--- config.mk ---
export PLATFORM = sky130hd
export DESIGN_NAME = spi_sr_slave
export DESIGN_NICKNAME = d
export VERILOG_FILES = /design/src/rtl/spi_sr_pkg.sv /design/src/rtl/spi_sr_sync.sv /design/src/rtl/spi_sr_rx.sv /design/src/rtl/spi_sr_regs.sv /design/src/rtl/spi_sr_tx.sv /design/src/rtl/spi_sr_slave.sv
export SDC_FILE = /design/constraint.sdc
export NUM_CORES = 1
export LEC_CHECK = 0
export BUFFER_PORTS_ARGS = -buffer_cell sky130_fd_sc_hd__buf_2
export CORE_MARGIN = 4
export CORE_UTILIZATION = 45
export CTS_BUF_LIST = sky130_fd_sc_hd__clkbuf_8 sky130_fd_sc_hd__clkbuf_16
export DETAILED_ROUTE_END_ITERATION = 6
export PLACE_DENSITY = 0.7
export SLEW_MARGIN = 0
export SYNTH_ARGS = -nofsm -noshare
export SYNTH_HDL_FRONTEND = slang
export SYNTH_SLANG_ARGS = --single-unit
--- constraint.sdc ---
create_clock -name clk -period 4.25 [get_ports clk]
set_input_delay 0.2125 -clock clk [delete_from_list [all_inputs] [get_ports clk]]
set_output_delay 0.2125 -clock clk [all_outputs]
set_load 0.005 [all_outputs]
--- src/rtl/spi_sr_pkg.sv ---
package spi_sr_pkg;

    localparam int BYTE_W  = 8;
    localparam int BIT_W   = $clog2(BYTE_W);
    localparam int PROT_W  = BYTE_W - 2;
    localparam int BCNT_W  = 2;

    typedef enum logic [BYTE_W-1:0] {
        OP_WRSR  = 8'h01,
        OP_WRDI  = 8'h04,
        OP_RDSR1 = 8'h05,
        OP_WREN  = 8'h06,
        OP_RDSR2 = 8'h35,
        OP_VWREN = 8'h50
    } op_e;

    typedef struct packed {
        logic [PROT_W-1:0] prot;
        logic              wel;
        logic              busy;
    } sr1_t;

    function automatic logic is_read(input logic [BYTE_W-1:0] op);
        return (op == OP_RDSR1) || (op == OP_RDSR2);
    endfunction

endpackage

--- src/rtl/spi_sr_sync.sv ---
module spi_sr_sync #(
    parameter int          W       = 3,
    parameter int          STAGES  = 2,
    parameter logic [W-1:0] RST_VAL = '0
) (
    input  logic         clk,
    input  logic         rst,
    input  logic [W-1:0] d,
    output logic [W-1:0] q
);
    logic [W-1:0] stage [STAGES];

    always_ff @(posedge clk) begin
        if (rst) begin
            for (int i = 0; i < STAGES; i++) stage[i] <= RST_VAL;
        end else begin
            stage[0] <= d;
            for (int i = 1; i < STAGES; i++) stage[i] <= stage[i-1];
        end
    end

    assign q = stage[STAGES-1];
endmodule

--- src/rtl/spi_sr_rx.sv ---
module spi_sr_rx
    import spi_sr_pkg::*;
(
    input  logic                clk,
    input  logic                rst,
    input  logic                frame_start,
    input  logic                in_frame,
    input  logic                sck_rise,
    input  logic                si,
    output logic [BYTE_W-1:0]   opcode,
    output logic [PROT_W-1:0]   wr_prot,
    output logic [BYTE_W-1:0]   wr_sr2,
    output logic [BCNT_W-1:0]   byte_cnt,
    output logic                aligned
);
    logic [BYTE_W-2:0] shreg;
    logic [BIT_W-1:0]  bit_cnt;
    logic [BYTE_W-1:0] full_byte;

    assign full_byte = {shreg, si};
    assign aligned   = (bit_cnt == '0);

    always_ff @(posedge clk) begin
        if (rst) begin
            shreg    <= '0;
            bit_cnt  <= '0;
            byte_cnt <= '0;
            opcode   <= '0;
            wr_prot  <= '0;
            wr_sr2   <= '0;
        end else if (frame_start) begin
            bit_cnt  <= '0;
            byte_cnt <= '0;
        end else if (in_frame && sck_rise) begin
            shreg   <= full_byte[BYTE_W-2:0];
            bit_cnt <= bit_cnt + 1'b1;
            if (bit_cnt == BIT_W'(BYTE_W-1)) begin
                case (byte_cnt)
                    2'd0:    opcode  <= full_byte;
                    2'd1:    wr_prot <= full_byte[BYTE_W-1:2];
                    2'd2:    wr_sr2  <= full_byte;
                    default: ;
                endcase
                if (byte_cnt != '1) byte_cnt <= byte_cnt + 1'b1;
            end
        end
    end
endmodule

--- src/rtl/spi_sr_regs.sv ---
module spi_sr_regs
    import spi_sr_pkg::*;
(
    input  logic                clk,
    input  logic                rst,
    input  logic                exec,
    input  logic [BYTE_W-1:0]   opcode,
    input  logic [BCNT_W-1:0]   nbytes,
    input  logic [PROT_W-1:0]   wr_prot,
    input  logic [BYTE_W-1:0]   wr_sr2,
    input  logic                op_done,
    output sr1_t                sr1,
    output logic [BYTE_W-1:0]   sr2
);
    logic vol_arm;
    logic accept;
    logic wr_ok;

    assign accept = exec && (!sr1.busy || is_read(opcode));
    assign wr_ok  = (nbytes >= 2'd2) && (vol_arm || sr1.wel);

    always_ff @(posedge clk) begin
        if (rst) begin
            sr1     <= '0;
            sr2     <= '0;
            vol_arm <= 1'b0;
        end else begin
            if (accept) begin
                vol_arm <= 1'b0;
                case (opcode)
                    OP_WREN:  sr1.wel <= 1'b1;
                    OP_WRDI:  sr1.wel <= 1'b0;
                    OP_VWREN: vol_arm <= 1'b1;
                    OP_WRSR: begin
                        if (wr_ok) begin
                            sr1.prot <= wr_prot;
                            if (nbytes == 2'd3) sr2 <= wr_sr2;
                            if (!vol_arm) sr1.busy <= 1'b1;
                        end
                    end
                    default: ;
                endcase
            end
            if (op_done) begin
                sr1.busy <= 1'b0;
                sr1.wel  <= 1'b0;
            end
        end
    end
endmodule

--- src/rtl/spi_sr_tx.sv ---
module spi_sr_tx
    import spi_sr_pkg::*;
(
    input  logic                clk,
    input  logic                rst,
    input  logic                frame_start,
    input  logic                in_frame,
    input  logic                sck_fall,
    input  logic                rd_active,
    input  logic                rd_sel,
    input  logic [BYTE_W-1:0]   sr1_bits,
    input  logic [BYTE_W-1:0]   sr2_bits,
    output logic                so,
    output logic                so_en
);
    logic [BIT_W-1:0]  idx;
    logic [BYTE_W-2:0] snap;
    logic              drive;
    logic [BYTE_W-1:0] cur;

    assign cur   = rd_sel ? sr2_bits : sr1_bits;
    assign so_en = drive && in_frame;

    always_ff @(posedge clk) begin
        if (rst) begin
            idx   <= '0;
            snap  <= '0;
            drive <= 1'b0;
            so    <= 1'b0;
        end else if (frame_start || !in_frame) begin
            idx   <= '0;
            drive <= 1'b0;
        end else if (rd_active && sck_fall) begin
            drive <= 1'b1;
            idx   <= idx + 1'b1;
            if (idx == '0) begin
                snap <= cur[BYTE_W-2:0];
                so   <= cur[BYTE_W-1];
            end else begin
                so   <= snap[BIT_W'(BYTE_W-1) - idx];
            end
        end
    end
endmodule

--- src/rtl/spi_sr_slave.sv ---
module spi_sr_slave
    import spi_sr_pkg::*;
#(
    parameter int SYNC_STAGES = 2
) (
    input  logic clk,
    input  logic rst,
    input  logic spi_sck,
    input  logic spi_cs_n,
    input  logic spi_si,
    input  logic op_done,
    output logic spi_so,
    output logic spi_so_en
);
    logic [2:0]          pins_s;
    logic                cs_s, sck_s, si_s;
    logic                cs_d, sck_d;
    logic                sck_rise, sck_fall, frame_start, frame_end, in_frame;
    logic [BYTE_W-1:0]   opcode;
    logic [PROT_W-1:0]   wr_prot;
    logic [BYTE_W-1:0]   wr_sr2;
    logic [BCNT_W-1:0]   byte_cnt;
    logic                aligned;
    logic                exec;
    logic                rd_active;
    sr1_t                sr1;
    logic [BYTE_W-1:0]   sr2;

    spi_sr_sync #(.W(3), .STAGES(SYNC_STAGES), .RST_VAL(3'b100)) u_sync (
        .clk (clk),
        .rst (rst),
        .d   ({spi_cs_n, spi_sck, spi_si}),
        .q   (pins_s)
    );

    assign {cs_s, sck_s, si_s} = pins_s;

    always_ff @(posedge clk) begin
        if (rst) begin
            cs_d  <= 1'b1;
            sck_d <= 1'b0;
        end else begin
            cs_d  <= cs_s;
            sck_d <= sck_s;
        end
    end

    assign sck_rise    = sck_s & ~sck_d;
    assign sck_fall    = ~sck_s & sck_d;
    assign frame_start = cs_d & ~cs_s;
    assign frame_end   = ~cs_d & cs_s;
    assign in_frame    = ~cs_s;
    assign exec        = frame_end && aligned && (byte_cnt != '0);
    assign rd_active   = (byte_cnt != '0) && is_read(opcode);

    spi_sr_rx u_rx (
        .clk         (clk),
        .rst         (rst),
        .frame_start (frame_start),
        .in_frame    (in_frame),
        .sck_rise    (sck_rise),
        .si          (si_s),
        .opcode      (opcode),
        .wr_prot     (wr_prot),
        .wr_sr2      (wr_sr2),
        .byte_cnt    (byte_cnt),
        .aligned     (aligned)
    );

    spi_sr_regs u_regs (
        .clk     (clk),
        .rst     (rst),
        .exec    (exec),
        .opcode  (opcode),
        .nbytes  (byte_cnt),
        .wr_prot (wr_prot),
        .wr_sr2  (wr_sr2),
        .op_done (op_done),
        .sr1     (sr1),
        .sr2     (sr2)
    );

    spi_sr_tx u_tx (
        .clk         (clk),
        .rst         (rst),
        .frame_start (frame_start),
        .in_frame    (in_frame),
        .sck_fall    (sck_fall),
        .rd_active   (rd_active),
        .rd_sel      (opcode == OP_RDSR2),
        .sr1_bits    (sr1),
        .sr2_bits    (sr2),
        .so          (spi_so),
        .so_en       (spi_so_en)
    );
endmodule

### Word level (Yosys, flattened, before mapping)

Memory sizes are Yosys's and may differ from the RTL's.
Cells that the tools add are included.
Widths: inputs -> output; s select.

* flip-flop bits (word level): 65
* input bits: 6
* ROM bits: 0
* RAM bits: 6
* output and inout port bits: 2
* memories kept: 1
* latch bits: 0

Memories
* u_sync.stage: words 2, width 3, read ports 2, clocked after memory_dff 0, wr ports 2, line spi_sr_sync.sv:11 `logic [W-1:0] stage [STAGES];`

* shift-type cells: 0
* equal/unequal tests: 11
* divide/modulo/power cells: 0
* add/sub/neg operators: 4
* order comparisons: 2
* multiply operators: 0
* bitwise gates (word level): 13
* muxes and demuxes: 11
* reductions and logical operators: 32

Operator list (number)
* $eq 8x3->1 const B: 3
* $reduce_and 4->1: 5
* $reduce_and 3->1: 3
* $eq 8x1->1 const B: 1
* $eq 8x6->1 const B: 1
* $eq 8x7->1 const B: 1
* $logic_and 1x1->1: 8
* $mux 8: 1
* $not 1->1: 7
* $add 3x1->3 const B: 2
* $logic_not 3->1: 2
* $mux 1: 6
* $mux 3: 2
* $reduce_and 2->1: 3
* $reduce_or 2->1: 3
* $and 1x1->1: 4
* $eq 2x2->1 const B: 2
* $logic_or 1x1->1: 4
* $lt 3x4->1 const B: 1
* $reduce_bool 2->1: 2
* $bmux 1 s3: 1
* $eq 3x3->1 const B: 1
* $sub 3x3->3 const A: 1
* $add 2x1->2 const B: 1
* other kinds (7): 8

### Longest topological paths before layout

Gate-level depths: netlist of the first run.

* depth after elaboration: 6
* gate-level depth with buffers: 8
* gate-level depth less buffers: 7

### Modules after synthesis

A second synthesis of the first run with hierarchy kept.

* cell total of the unflattened synthesis: 323
* area total of the unflattened synthesis: 3276.9 µm²

By module, submodules not included
* spi_sr_rx: instances 1, area each 1487.7 µm², cells each 147
* spi_sr_regs: instances 1, area each 743.2 µm², cells each 74
* spi_sr_tx: instances 1, area each 706.9 µm², cells each 70
* spi_sr_sync: instances 1, area each 180.2 µm², cells each 15
* spi_sr_slave: instances 1, area each 158.9 µm², cells each 17

### Least setup slack after synthesis of the first run

No wires, ideal clock.

* path type: reg2reg
* start: register u_rx.opcode[1]
* end: register u_tx.so
* clock period less this slack: 2.120 ns
* slack: 2.130 ns
* data arrival time: 1.979 ns
* stages on the path, launching flop included: 6
* buffers on the path: 0
* setup time: 0.141 ns
* path through: dfxtp_1 > or4b_4 > nor3_4 > mux2_4 > a221oi_2 > a31oi_1

* word-level cells in the longest chain between the ends: 5
* elaborated cells on any way between the ends: 8
* those cells by class: 2 x eq/ne; 2 x mux; 4 x reduce/logical

Ends and longest elaborated chain
* start: declaration: line spi_sr_rx.sv:10 `output logic [BYTE_W-1:0] opcode,`
* start signal: assignment: line spi_sr_rx.sv:39 `2'd0: opcode <= full_byte;`
* $eq 8x3->1 / $eq 8x6->1 (equally long branches): line spi_sr_pkg.sv:24, spi_sr_slave.sv:90
* $logic_or 1x1->1: line spi_sr_pkg.sv:24 `return (op == OP_RDSR1) || (op == OP_RDSR2);`
* $logic_and 1x1->1: line spi_sr_slave.sv:54 `assign rd_active = (byte_cnt != '0) && is_read(opcode);`
* $logic_and 1x1->1: line spi_sr_tx.sv:33 `end else if (rd_active && sck_fall) begin`
* $reduce_and 2->1 (no source line)
* end signal: assignment: line spi_sr_tx.sv:38 `so <= cur[BYTE_W-1];`
* end signal: assignment: line spi_sr_tx.sv:40 `so <= snap[BIT_W'(BYTE_W-1) - idx];`
* end: declaration: line spi_sr_tx.sv:13 `output logic so,`

Parallel ways exist; a longest one is shown, timed or not.
A chain may end at the register's enable or synchronous reset.

### Final worst setup path of the first run

* start: register u_rx.opcode[0]
* end: register u_tx.so

Same word-level chain as after synthesis.

==> results of run 1 <==
[routing by layer]
metal / up-vias / share of wire [%]
met1: 944 / 48
met2: 30 / 45
met5: - / 0
met3: 7 / 4.6
li1: 1022 / -
met4: 0 / 1.9
[kinds of logic (layout without fill, tap and decap cells)]
logic type | Yosys count | in the layout | synth area share (%)
mux | 50 | 50 | 17.5
flops | 71 | 71 | 48.1
simple gates | 114 | 114 | 20.3
fa+ha+maj | 9 | 9 | 3.81
buf+inv | 19 | 31 | 2.50
xor+xnor | 5 | 5 | 1.48
compound gates | 25 | 25 | 6.27
[cells in the mapped netlist (all sizes together) (2+ instances only)]
cell	count
xor2	2
inv	8
buf	2
or3	3
a21oi	10
nand3	5
mux2i	48
ha	9
nand2	16
a31oi	2
nor2	57
or2	4
clkbuf	9
nand2b	4
dfxtp	71
nor2b	6
nor4	4
a211oi	7
xnor2	3
nor3	7
[power by group through the flow]
| stage | Sequential (mW) | Combinational (mW) | Clock [mW] |
|---|---|---|---|
| 5_1_grt | 0.671 | 0.0183 | 0.642 |
| 4_1_cts | 0.670 | 0.0166 | 0.608 |
| 3_5_place_dp | 0.686 | 0.0165 | 0 |
| 2_1_floorplan | 0.685 | 0.0132 | 0 |
| 3_3_place_gp | 0.686 | 0.0166 | 0 |
| 6_report | 0.671 | 0.0164 | 0.593 |
[worst register-to-register path: stages (launching register included)]
cell and delay [ns]:
dfxtp_1 0.42, or4b_4 0.56, nor3_4 0.52, mux2_4 0.35, a221oi_2 0.23, a31oi_1 0.10
[area by class of cell]
class / count / area, um2
flip-flops and latches: 71 / 1420
clock inverters: 6 / 85.1
clock buffers: 10 / 138
inverters: 8 / 30.0
repair buffers: 7 / 35.0
multi-input cells: 203 / 1460
fillers: 581 / 3080
well taps: 77 / 96.3
[worst min path at each step]
stage | start | to | slack, ns
after floorplan | op_done | u_regs.sr1[0] | 0.29
after detailed placement | op_done | u_regs.sr1[0] | 0.40
after global routing | op_done | u_regs.sr1[0] | 0.02
after global placement | op_done | u_regs.sr1[1] | 0.39
after CTS | op_done | u_regs.sr1[0] | 0.02
final | op_done | u_regs.sr1[1] | 0.04
[layout by cell type, fill, tap and decap left out, drive strengths merged, types with 2 or more instances in the layout]
| cell | Yosys | final |
|---|---|---|
| or3 | 3 | 3 |
| mux2i | 48 | 48 |
| a31oi | 2 | 2 |
| nor2 | 57 | 57 |
| xnor2 | 3 | 3 |
| inv | 8 | 9 |
| bufinv | 0 | 2 |
| a211oi | 7 | 7 |
| nor2b | 6 | 6 |
| ha | 9 | 9 |
| dfxtp | 71 | 71 |
| nor3 | 7 | 7 |
| clkinv | 0 | 2 |
| a21oi | 10 | 10 |
| buf | 2 | 7 |
| nor4 | 4 | 4 |
| clkbuf | 9 | 10 |
| nand3 | 5 | 5 |
| nand2 | 16 | 16 |
| or2 | 4 | 4 |
| xor2 | 2 | 2 |
| nand2b | 4 | 4 |
[registers in the layout, indices dropped and copies added, names as in the netlist]
| signal | count |
|---|---|
| u_tx.drive | 1 |
| u_rx.wr_prot | 6 |
| u_regs.sr2 | 8 |
| u_rx.byte_cnt | 2 |
| u_rx.opcode | 8 |
| u_tx.idx | 3 |
| cs_d | 1 |
| sck_d | 1 |
| u_rx.wr_sr2 | 8 |
| u_rx.bit_cnt | 3 |
| u_regs.vol_arm | 1 |
| u_rx.shreg | 7 |
| u_regs.sr1 | 8 |
| u_tx.so | 1 |
| u_tx.snap | 7 |
| u_sync.stage | 6 |
==> results by group, run 1 <==
Setup path
  – Setup Crit Path Kind: reg2reg
  – Worst-case reg-to-reg path depth: 5
  – Worst path required time: 4.46 ns
  – Setup crit end kind: register
  – Reg-to-Reg Start: u_rx.opcode[0]
  – Worst EP arrival: roughly 2.5 ns
  – Reg2reg setup slack: between 1.5 and 2 ns
  – Largest fanout on the critical path: 8
  – Crit start category: register
  – R2r endpoint: u_tx.so
  – Slowest library cell on the worst path: or4b_4
  – WP buf/inv: 0
  – Critical path's top delay family: simple AND/OR/NAND/NOR gates
  – Crit path from: u_rx.opcode[0]
  – CP peak stage delay: ~0.56 ns
  – Cell Chain, Critical Path: or4b_4 -> nor3_4 -> mux2_4 -> a221oi_2 -> a31oi_1
  – Crit path to: u_tx.so
  – Worst path depth: 5

Power
  – Clk pwr share: 46.3%
  – Internal power: just over 1 mW
  – P_leak: ~1.4 nW
  – Psw: 0.263 mW
  – Pwr dens: between 300 and 400 nW/um2
  – VDD IR max: 339 uV
  – Sw Share: between 20% and 30%
  – Power Total: around 1.3 mW
  – Gate power share: between 1 and 1.5%
  – Register share of total power: ~52%

Floorplanning
  – Die Area: 7930 um2
  – Die Height: 89.0 um
  – Io pins: 8
  – Initial core utilization: between 40 and 50%
  – Core Rows: 29
  – Core box area: between 6000 and 7000 um2
  – Die Span X: 89.0 um

Finish
  – Post-route cell area: 3270 um2
  – Nets@finish: approximately 320
  – Final core occ: between 50% and 60%
  – Number of diodes: 0
  – Final Instance Count excl. Fillers: between 300 and 400
  – Fraction of layout cells with a size suffix above 1: roughly an eighth
  – Layout area overhead: 10.5%

Clocking
  – H-tree depth: 3
  – Clock-pin slew on the worst setup and hold paths: around 0.070 ns
  – Skew-Pair Late Insertion Delay: roughly 0.35 ns
  – Setup bufs post-CTS: 0
  – # hold bufs at CTS: 0
  – Root buffer cell: clkbuf_8
  – CTS tree: done
  – CTS sink cnt: between 70 and 80
  – Num CTS Buffers: 9
  – Post-CTS sizing: 0
  – Clk buf depth: 2

STA
  – Final setup margin: 1.93 ns
  – Setup total negative slack: 0 ns
  – Unrepaired setup endpoints after global routing: no
  – Fmax achieved: 432 MHz
  – Tmin final: roughly 2.3 ns
  – Final worst path period share: between 50% and 60%
  – Endpoints failing setup: 0
  – Clock skew: approximately 0.010 ns
  – Hold_ws: ~0.042 ns
  – Final hold violation count: 0
  – Max-slew headroom: roughly a quarter
  – Worst Tran Pin Value: roughly 1.1 ns
  – Slew Limit Fails: 0

Yosys
  – FFs w/ async S/R, synth: 0%
  – Number of flops mapped to enable cells by yosys: 0
  – Cells after Synth: 293
  – Synth Flop Type: dfxtp_1
  – Ys Warns: 0
  – Avg Inst Size Synth: 10.1 um2
  – Area contributors post-synth: dfxtp_1, mux2i_1, nor2_1
  – Post-synth top area share: roughly 48%
  – Synthesized cell area: just under 3000 um2
  – Post-synth top area cell: dfxtp_1
  – FF+latch count, synth: 71
  – Synth cell types: 42
  – Syn nets: between 300 and 400
  – Sequential area share after synthesis: about half

GRT
  – Met2 GRT Util: approximately a quarter
  – GRT Overall Usage: 15.6%
  – Largest net degree at the start of global routing: between 60 and 70
  – Grt met3 use: under 10%
  – Met1 usage: between 15 and 20%
  – Vias in the first global route: slightly below 2000
  – GRT overflow: 0
  – Antenna violations before repair: 0
  – First-pass GRT wire length: approximately 9300 um
  – Gr busiest metal: met2

Worst hold path
  – WHS Path Cells: 2
  – Hold crit path type: in2reg

Placed design
  – GPL Wtd Cong: just under 0.9
  – Dpl cells: 366
  – Detailed Place HPWL: between 3000 and 4000 um
  – Worst slack at placement: 1.91 ns
  – Number of port buffers: 7
  – Dpl cell area: roughly 3000 um2

Detailed routing
  – Post-Route WL: between 5000 and 6000 um
  – Routed via count: around 2000
  – WL/cell: 14.3 um
  – Post-route ant nets: 0
  – Residual DRC count: 0
  – Initial DRT Pass Iterations: 4
  – Vias per cell: 5.24
  – 1st-iter DRT viols: 85

Outcome
  – Status: finished, final reports clean

Run
  – Max-Cap Viols: 0
Note: power is estimated with default switching activity, not from simulation.
==> run 2: changes to the inputs <==
--- a/config.mk
+++ b/config.mk
@@ -5,12 +5,13 @@
 export SDC_FILE = /design/constraint.sdc
 export NUM_CORES = 1
 export LEC_CHECK = 0
+export ABC_AREA = 1
 export BUFFER_PORTS_ARGS = -buffer_cell sky130_fd_sc_hd__buf_2
 export CORE_MARGIN = 4
 export CORE_UTILIZATION = 45
 export CTS_BUF_LIST = sky130_fd_sc_hd__clkbuf_8 sky130_fd_sc_hd__clkbuf_16
 export DETAILED_ROUTE_END_ITERATION = 6
-export PLACE_DENSITY = 0.7
+export PLACE_DENSITY = 0.72
 export SLEW_MARGIN = 0
 export SYNTH_ARGS = -nofsm -noshare
 export SYNTH_HDL_FRONTEND = slang
==> constraint.sdc (replaced) <==
create_clock -name clk -period 2.08 [get_ports clk]
set_input_delay 0.104 -clock clk [delete_from_list [all_inputs] [get_ports clk]]
set_output_delay 0.104 -clock clk [all_outputs]
set_load 0.005 [all_outputs]
==> results by group, run 2 <==
Outcome
  – Status: finished, final reports clean

Yosys
  – Post-Synth Adder-Cell Area: 3.73% (-0.084 points)
  – Avg Inst Size Synth: 7.32 um2 (-27%)
  – Synth cell types: 27 (-36%)
  – Number of flops mapped to enable cells by yosys: 0 (unchanged)
  – FFs w/ async S/R, synth: 0% (unchanged)
  – Synth Area in Simple Gates: 27.9% (+7.5 points)
  – Largest family of logic cells by synthesized area: simple AND/OR/NAND/NOR gates
  – FF+latch count, synth: 71 (unchanged)
  – XOR/XNOR share of the synthesized area: 0% (-1.5 points)
  – Synth Flop Type: dfxtp_1
  – Sequential area share after synthesis: 47.0% (-1.1 points)
  – Post-synthesis mux area share: 0% (-18 points)
  – Post-synth top area cell: dfxtp_1
  – Cells after Synth: 413 (+41%)
  – Synthesized cell area: 3020 um2 (+2.2%)
  – Ys Warns: 0 (unchanged)
  – Syn nets: 428 (+39%)
  – Post-synthesis compound-gate area fraction: 12.9% (+6.7 points)
  – Top-count cell post-synth: nor2_1
  – Top cells by count, synth: nor2_1, dfxtp_1, nand2_1
  – Area contributors post-synth: dfxtp_1, nor2_1, nand2_1
  – Post-synth top area share: 47.0% (-1.1 points)

Finish
  – Final Instance Count excl. Fillers: 511 (+34%)
  – Most common cell after layout, fill and taps aside: nor2_1
  – Multi-input gate area: 1360 um2 (-6.9%)
  – Nets@finish: 444 (+41%)
  – Most frequent cells in the layout: nor2_1, dfxtp_1, nand2_1
  – Fraction of layout cells with a size suffix above 1: 9.68% (-3.4 points)
  – Filler cell count: 591 (+1.7%)
  – Layout area overhead: 13.8%
  – Register Area: 1420 um2 (unchanged)
  – Number of diodes: 0 (unchanged)

Power
  – Pwr dens: 809 nW/um2 (+110%)
  – P_leak: 1.46 nW (+3.1%)
  – Register share of total power: 49.3% (-3.1 points)
  – Internal power: 2.25 mW (+120%)
  – Psw: 0.536 mW (+100%)
  – VDD IR max: 592 uV (+75%)
  – Gate power share: 2.0% (+0.7 points)
  – Clk pwr share: 48.8% (+2.5 points)
  – Sw Share: 19.3% (-1.3 points)

Detailed routing
  – WL/cell: 11.8 um (-17%)
  – Residual DRC count: 0 (unchanged)
  – 1st-iter DRT viols: 149 (+75%)
  – Initial DRT Pass Iterations: 5 (+1)
  – Routed via count: 2490 (+24%)
  – Vias per cell: 4.87 (-7.1%)
  – Post-Route WL: 6030 um (+11%)
  – Post-route ant nets: 0 (unchanged)

STA
  – Final hold violation count: 0 (unchanged)
  – Slew Limit Fails: 0 (unchanged)
  – Worst Tran Pin Value: 0.417 ns (-0.684 ns)
  – Unrepaired setup endpoints after global routing: no
  – Tmin final: 1.85 ns (-0.463 ns)
  – Hold_ws: 0.0197 ns (-0.0224 ns)
  – Max-slew headroom: 72.1% (+46 points)
  – Fmax achieved: 540 MHz (+25%)
  – Setup total negative slack: 0 ns (unchanged)
  – Final worst path period share: 89.1% (+35 points)
  – Clock skew: 0.00970 ns (-0.000770 ns)
  – Endpoints failing setup: 0 (unchanged)

Worst hold path
  – Hold crit path type: in2reg
  – WHS Path Cells: 4 (+2)

Run
  – Max-Cap Viols: 0 (unchanged)

Setup path
  – Worst EP arrival: 2.07 ns (-0.46 ns)
  – Setup Crit Path Kind: reg2reg
  – Crit start category: register
  – Setup crit end kind: register
  – Worst-case reg-to-reg path depth: 8 (+3)
  – Worst path required time: 2.30 ns (-2.16 ns)
  – Largest fanout on the critical path: 16 (+8)

Placed design
  – Number of port buffers: 7 (unchanged)
  – Detailed Place HPWL: 4280 um (+13%)
  – Dpl cells: 492 (+34%)
  – GPL Wtd Cong: 0.817 (-7.9%)

Floorplanning
  – Core box area: 6420 um2 (+1.1%)
  – Io pins: 8 (unchanged)
  – Die Span X: 89.9 um (+1.0%)
  – Die Height: 89.9 um (+1.0%)
  – Initial core utilization: 47.0% (+0.51 points)
  – Die Area: 8090 um2 (+2.0%)
  – Core Rows: 29 (unchanged)

Clocking
  – Root buffer cell: clkbuf_8
  – Clk buf depth: 2 (unchanged)
  – Clock-pin slew on the worst setup and hold paths: 0.07 ns (about the same)
  – Num CTS Buffers: 9 (unchanged)
  – CTS sink cnt: 71 (unchanged)
  – CTS tree: done
  – Skew-Pair Late Insertion Delay: 0.34 ns (about the same)
  – H-tree depth: 3 (unchanged)

GRT
  – GRT overflow: 0 (unchanged)
  – GRT Overall Usage: 15.7% (+0.15 points)
  – Largest net degree at the start of global routing: 34 (-48%)
  – First-pass GRT wire length: 10300 um (+11%)
  – Vias in the first global route: 2231 (+16%)
  – Antenna violations before repair: 0 (unchanged)
-- run 2: final timing paths --
path	startpoint	endpoint	slack (ns)
worst max register to register	u_rx.byte_cnt[0]	u_regs.sr2[5]	0.23
worst max-delay path	u_rx.byte_cnt[0]	u_regs.sr2[5]	0.23
worst min-delay path	op_done	u_regs.sr1[1]	0.02
worst min register to register	u_sync.stage[0][0]	u_sync.stage[0][3]	0.41
-- run 2: power by group through the flow --
stage                     clock, mW  combinational (mW)  sequential, mW
final                          1.36              0.0545            1.37
after global routing           1.44              0.0627            1.37
after CTS                      1.39              0.0545            1.37
after detailed placement          0              0.0498            1.40
after global placement            0              0.0491            1.40
after floorplan                   0              0.0368            1.40
-- run 2: cells by family after synthesis --
| logic type | after synthesis |
|---|---|
| buffers and inverters | 63 |
| AND/OR/NAND/NOR | 196 |
| AO/OA/AOI/OAI | 74 |
| flip-flops | 71 |
| adder cells (fa/ha/maj) | 9 |
-- run 2: area by class of cell --
type	count	area share, %
inverter	52	5.68
timing repair buffer	16	3.20
sequential	71	41.3
tap	77	2.80
multi-input combinational	279	39.6
clock inverter	5	3.02
clock buffer	11	4.40
-- run 2: what timing repair did --
item	CTS	global route
resized for setup	0	3
setup endpoints to repair	0	8
hold endpoints to repair	3	0
setup buffers	0	0
hold buffers	3	0
-- run 2: stage by stage --
stage | total power [mW] | instance area, um2 | util [%] | worst slack (ns)
global placement | 1.45 | 3140 | 48.9 | 0.247
CTS | 2.81 | 3420 | 53.3 | 0.134
detailed placement | 1.45 | 3140 | 48.9 | 0.158
global route | 2.87 | 3440 | 53.5 | 0.0381
floorplan | 1.44 | 3020 | - | 0.399
finish | 2.78 | 3440 | 53.5 | 0.227
-- run 2: layer usage --
layer / vias up / track usage [%] / share of wire (%)
met5: - / 0 / 0
met4: 0 / 4.72 / 0.94
met3: 4 / 5.09 / 3.5
met2: 37 / 25.1 / 45
met1: 1093 / 20.5 / 50
li1: 1356 / - / -
-- run 2: worst max-delay path, stage by stage (launching register included) --
cell     delay [ns]
dfxtp_1        0.39
inv_1          0.10
ha_1           0.24
inv_1          0.11
nand3_1        0.14
nor3_4         0.23
nand4_4        0.27
nor2_1         0.20
nor2_1         0.07
==> run 3: changes to the inputs <==
--- a/config.mk
+++ b/config.mk
@@ -7,11 +7,10 @@
 export LEC_CHECK = 0
 export ABC_AREA = 1
 export BUFFER_PORTS_ARGS = -buffer_cell sky130_fd_sc_hd__buf_2
-export CORE_MARGIN = 4
-export CORE_UTILIZATION = 45
+export CORE_UTILIZATION = 50
 export CTS_BUF_LIST = sky130_fd_sc_hd__clkbuf_8 sky130_fd_sc_hd__clkbuf_16
 export DETAILED_ROUTE_END_ITERATION = 6
-export PLACE_DENSITY = 0.72
+export PLACE_DENSITY = 0.78
 export SLEW_MARGIN = 0
 export SYNTH_ARGS = -nofsm -noshare
 export SYNTH_HDL_FRONTEND = slang
==> results by group, run 3 (synthesis results as in run 2) <==
Floorplanning
  – Core box area: 5680 um2 (-12%)
  – Die Area: 6360 um2 (-21%)
  – Initial core utilization: 53.2% (+6.2 points)
  – Io pins: 8 (unchanged)
  – Die Height: 79.7 um (-11%)
  – Core Rows: 27 (-6.9%)
  – Die Span X: 79.7 um (-11%)

Setup path
  – Crit start category: register
  – Worst-case reg-to-reg path depth: 9 (+1)
  – Setup crit end kind: register
  – Critical path's top delay family: simple AND/OR/NAND/NOR gates
  – Reg2reg setup slack: 0.19 ns (-0.04 ns)
  – R2r endpoint: u_regs.sr1[6]
  – Setup Crit Path Kind: reg2reg
  – Largest fanout on the critical path: 7 (-9)
  – Worst EP arrival: 2.11 ns (+0.04 ns)
  – Worst path required time: 2.30 ns (about the same)
  – Reg-to-Reg Start: u_rx.byte_cnt[1]
  – Crit path from: u_rx.byte_cnt[1]
  – Cell Chain, Critical Path: inv_1 -> ha_1 -> inv_1 -> nand3_1 -> nor3_4 -> buf_4 -> nand3_1 -> nand2_1 -> a21oi_1
  – Slowest library cell on the worst path: dfxtp_1
  – CP peak stage delay: 0.40 ns (about the same)
  – WP buf/inv: 3 (+1)

STA
  – Max-slew headroom: 72.3% (+0.19 points)
  – Endpoints failing setup: 0 (unchanged)
  – Tmin final: 1.89 ns (+0.0381 ns)
  – Unrepaired setup endpoints after global routing: no
  – Final hold violation count: 0 (unchanged)
  – Final worst path period share: 90.9% (+1.8 points)
  – Fmax achieved: 529 MHz (-2.0%)
  – Worst Tran Pin Value: 0.416 ns (-0.00179 ns)
  – Clock skew: 0.00561 ns (-0.00408 ns)
  – Slew Limit Fails: 0 (unchanged)
  – Setup total negative slack: 0 ns (unchanged)

Placed design
  – Number of port buffers: 7 (unchanged)
  – Detailed Place HPWL: 4310 um (+0.79%)
  – GPL Wtd Cong: 0.760 (-7.0%)

Clocking
  – # hold bufs at CTS: 4 (+1)
  – Setup bufs post-CTS: 0 (unchanged)
  – Clk buf depth: 2 (unchanged)
  – Post-CTS sizing: 0 (unchanged)
  – CTS sink cnt: 71 (unchanged)
  – Clock-pin slew on the worst setup and hold paths: 0.08 ns (about the same)
  – Root buffer cell: clkbuf_8
  – Skew-Pair Late Insertion Delay: 0.35 ns (about the same)
  – CTS tree: done
  – Num CTS Buffers: 9 (unchanged)
  – H-tree depth: 3 (unchanged)

Worst hold path
  – Hold path start: rst
  – Hold crit path type: in2reg
  – Hold Path Sink: u_sync.stage[0][3]
  – WHS Path Cells: 2 (-2)

GRT
  – Vias in the first global route: 2247 (+0.72%)
  – First-pass GRT wire length: 10300 um (-0.20%)
  – GRT Overall Usage: 21.6% (+5.9 points)
  – GRT overflow: 0 (unchanged)
  – Largest net degree at the start of global routing: 42 (+24%)
  – Antenna violations before repair: 0 (unchanged)

Run
  – Max-Cap Viols: 0 (unchanged)

Detailed routing
  – 1st-iter DRT viols: 163 (+9.4%)
  – Post-route ant nets: 0 (unchanged)
  – Residual DRC count: 0 (unchanged)
  – Post-Route WL: 6180 um (+2.4%)
  – WL/cell: 12.2 um (+3.4%)
  – Routed via count: 2556 (+2.7%)
  – Vias per cell: 5.05 (+3.7%)
  – Initial DRT Pass Iterations: 4 (-1)

Power
  – Gate power share: 2.4% (+0.4 points)
  – VDD IR max: 670 uV (+13%)
  – Power Total: 2.40 mW (-14%)
  – Psw: 0.581 mW (+8.5%)
  – Sw Share: 24.2% (+5.0 points)
  – Register share of total power: 57.2% (+7.9 points)
  – Internal power: 1.82 mW (-19%)
  – Pwr dens: 718 nW/um2 (-11%)
  – Clk pwr share: 40.5% (-8.3 points)
  – P_leak: 1.40 nW (-3.9%)

Finish
  – Most frequent cells in the layout: nor2_1, dfxtp_1, nand2_1
  – Filler cell count: 507 (-14%)
  – Number of diodes: 0 (unchanged)
  – Layout area overhead: 10.5%
  – Most common cell after layout, fill and taps aside: nor2_1
  – Fraction of layout cells with a size suffix above 1: 8.76% (-0.92 points)
  – Nets@finish: 444 (unchanged)

Outcome
  – Status: finished, final reports clean
-- run 3: cell types whose count changed in the layout (fill, tap and decap cells not counted), sizes merged --
cell | before | now
bufinv | 3 | 0
clkinv | 3 | 1
buf | 13 | 12
clkinvlp | 0 | 5
inv | 51 | 53
dlygate4sd3 | 3 | 4
clkbuf | 11 | 9
-- run 3: area by class of cell --
cell class                      instances  area [um2]  area share [%]
Sequential cell                        71        1420            42.6
Timing Repair Buffer                   16         113            3.37
Multi-Input combinational cell        279        1350            40.3
Tap cell                               72        90.1            2.70
Inverter                               52         195            5.85
Clock buffer                            9         124            3.71
Clock inverter                          7        50.0            1.50
-- run 3: metal layers --
metal | vias to the layer above | track usage, % | share of wire, %
li1 | 1353 | - | -
met1 | 1145 | 27.6 | 47
met2 | 50 | 34.4 | 46
met3 | 8 | 6.51 | 5.7
met4 | 0 | 7.50 | 1.1
met5 | - | 0 | 0
-- run 3: how the worst max path moves through the flow --
stage               endpoint  cells past startpoint  slack, ns
5_1_grt         u_tx.snap[1]                      9       0.02
3_5_place_dp    u_tx.snap[4]                      9       0.27
6_report       u_regs.sr1[6]                      9       0.19
4_1_cts        u_regs.sr1[6]                      9       0.24
2_1_floorplan   u_tx.snap[4]                      9       0.40
3_3_place_gp    u_tx.snap[5]                      9       0.31
-- run 3: metrics by stage --
step / area [um2] / instances / util [%] / worst slack [ns] / hold slack, ns
finish: 3340 / 506 / 58.8 / 0.189 / 0.155
global route: 3340 / 506 / 58.8 / 0.0186 / 0.163
global placement: 3120 / 486 / 55.0 / 0.311 / 0.293
floorplan: 3020 / 413 / - / 0.399 / 0.208
CTS: 3340 / 506 / 58.8 / 0.239 / 0.145
detailed placement: 3120 / 486 / 55.0 / 0.273 / 0.291
-- run 3: power groups by stage --
stage          clock [mW]  combinational (mW)  sequential (mW)
4_1_cts             0.980              0.0568             1.37
6_report            0.970              0.0571             1.37
3_3_place_gp            0              0.0492             1.40
2_1_floorplan           0              0.0368             1.40
3_5_place_dp            0              0.0509             1.40
5_1_grt              1.06              0.0636             1.37
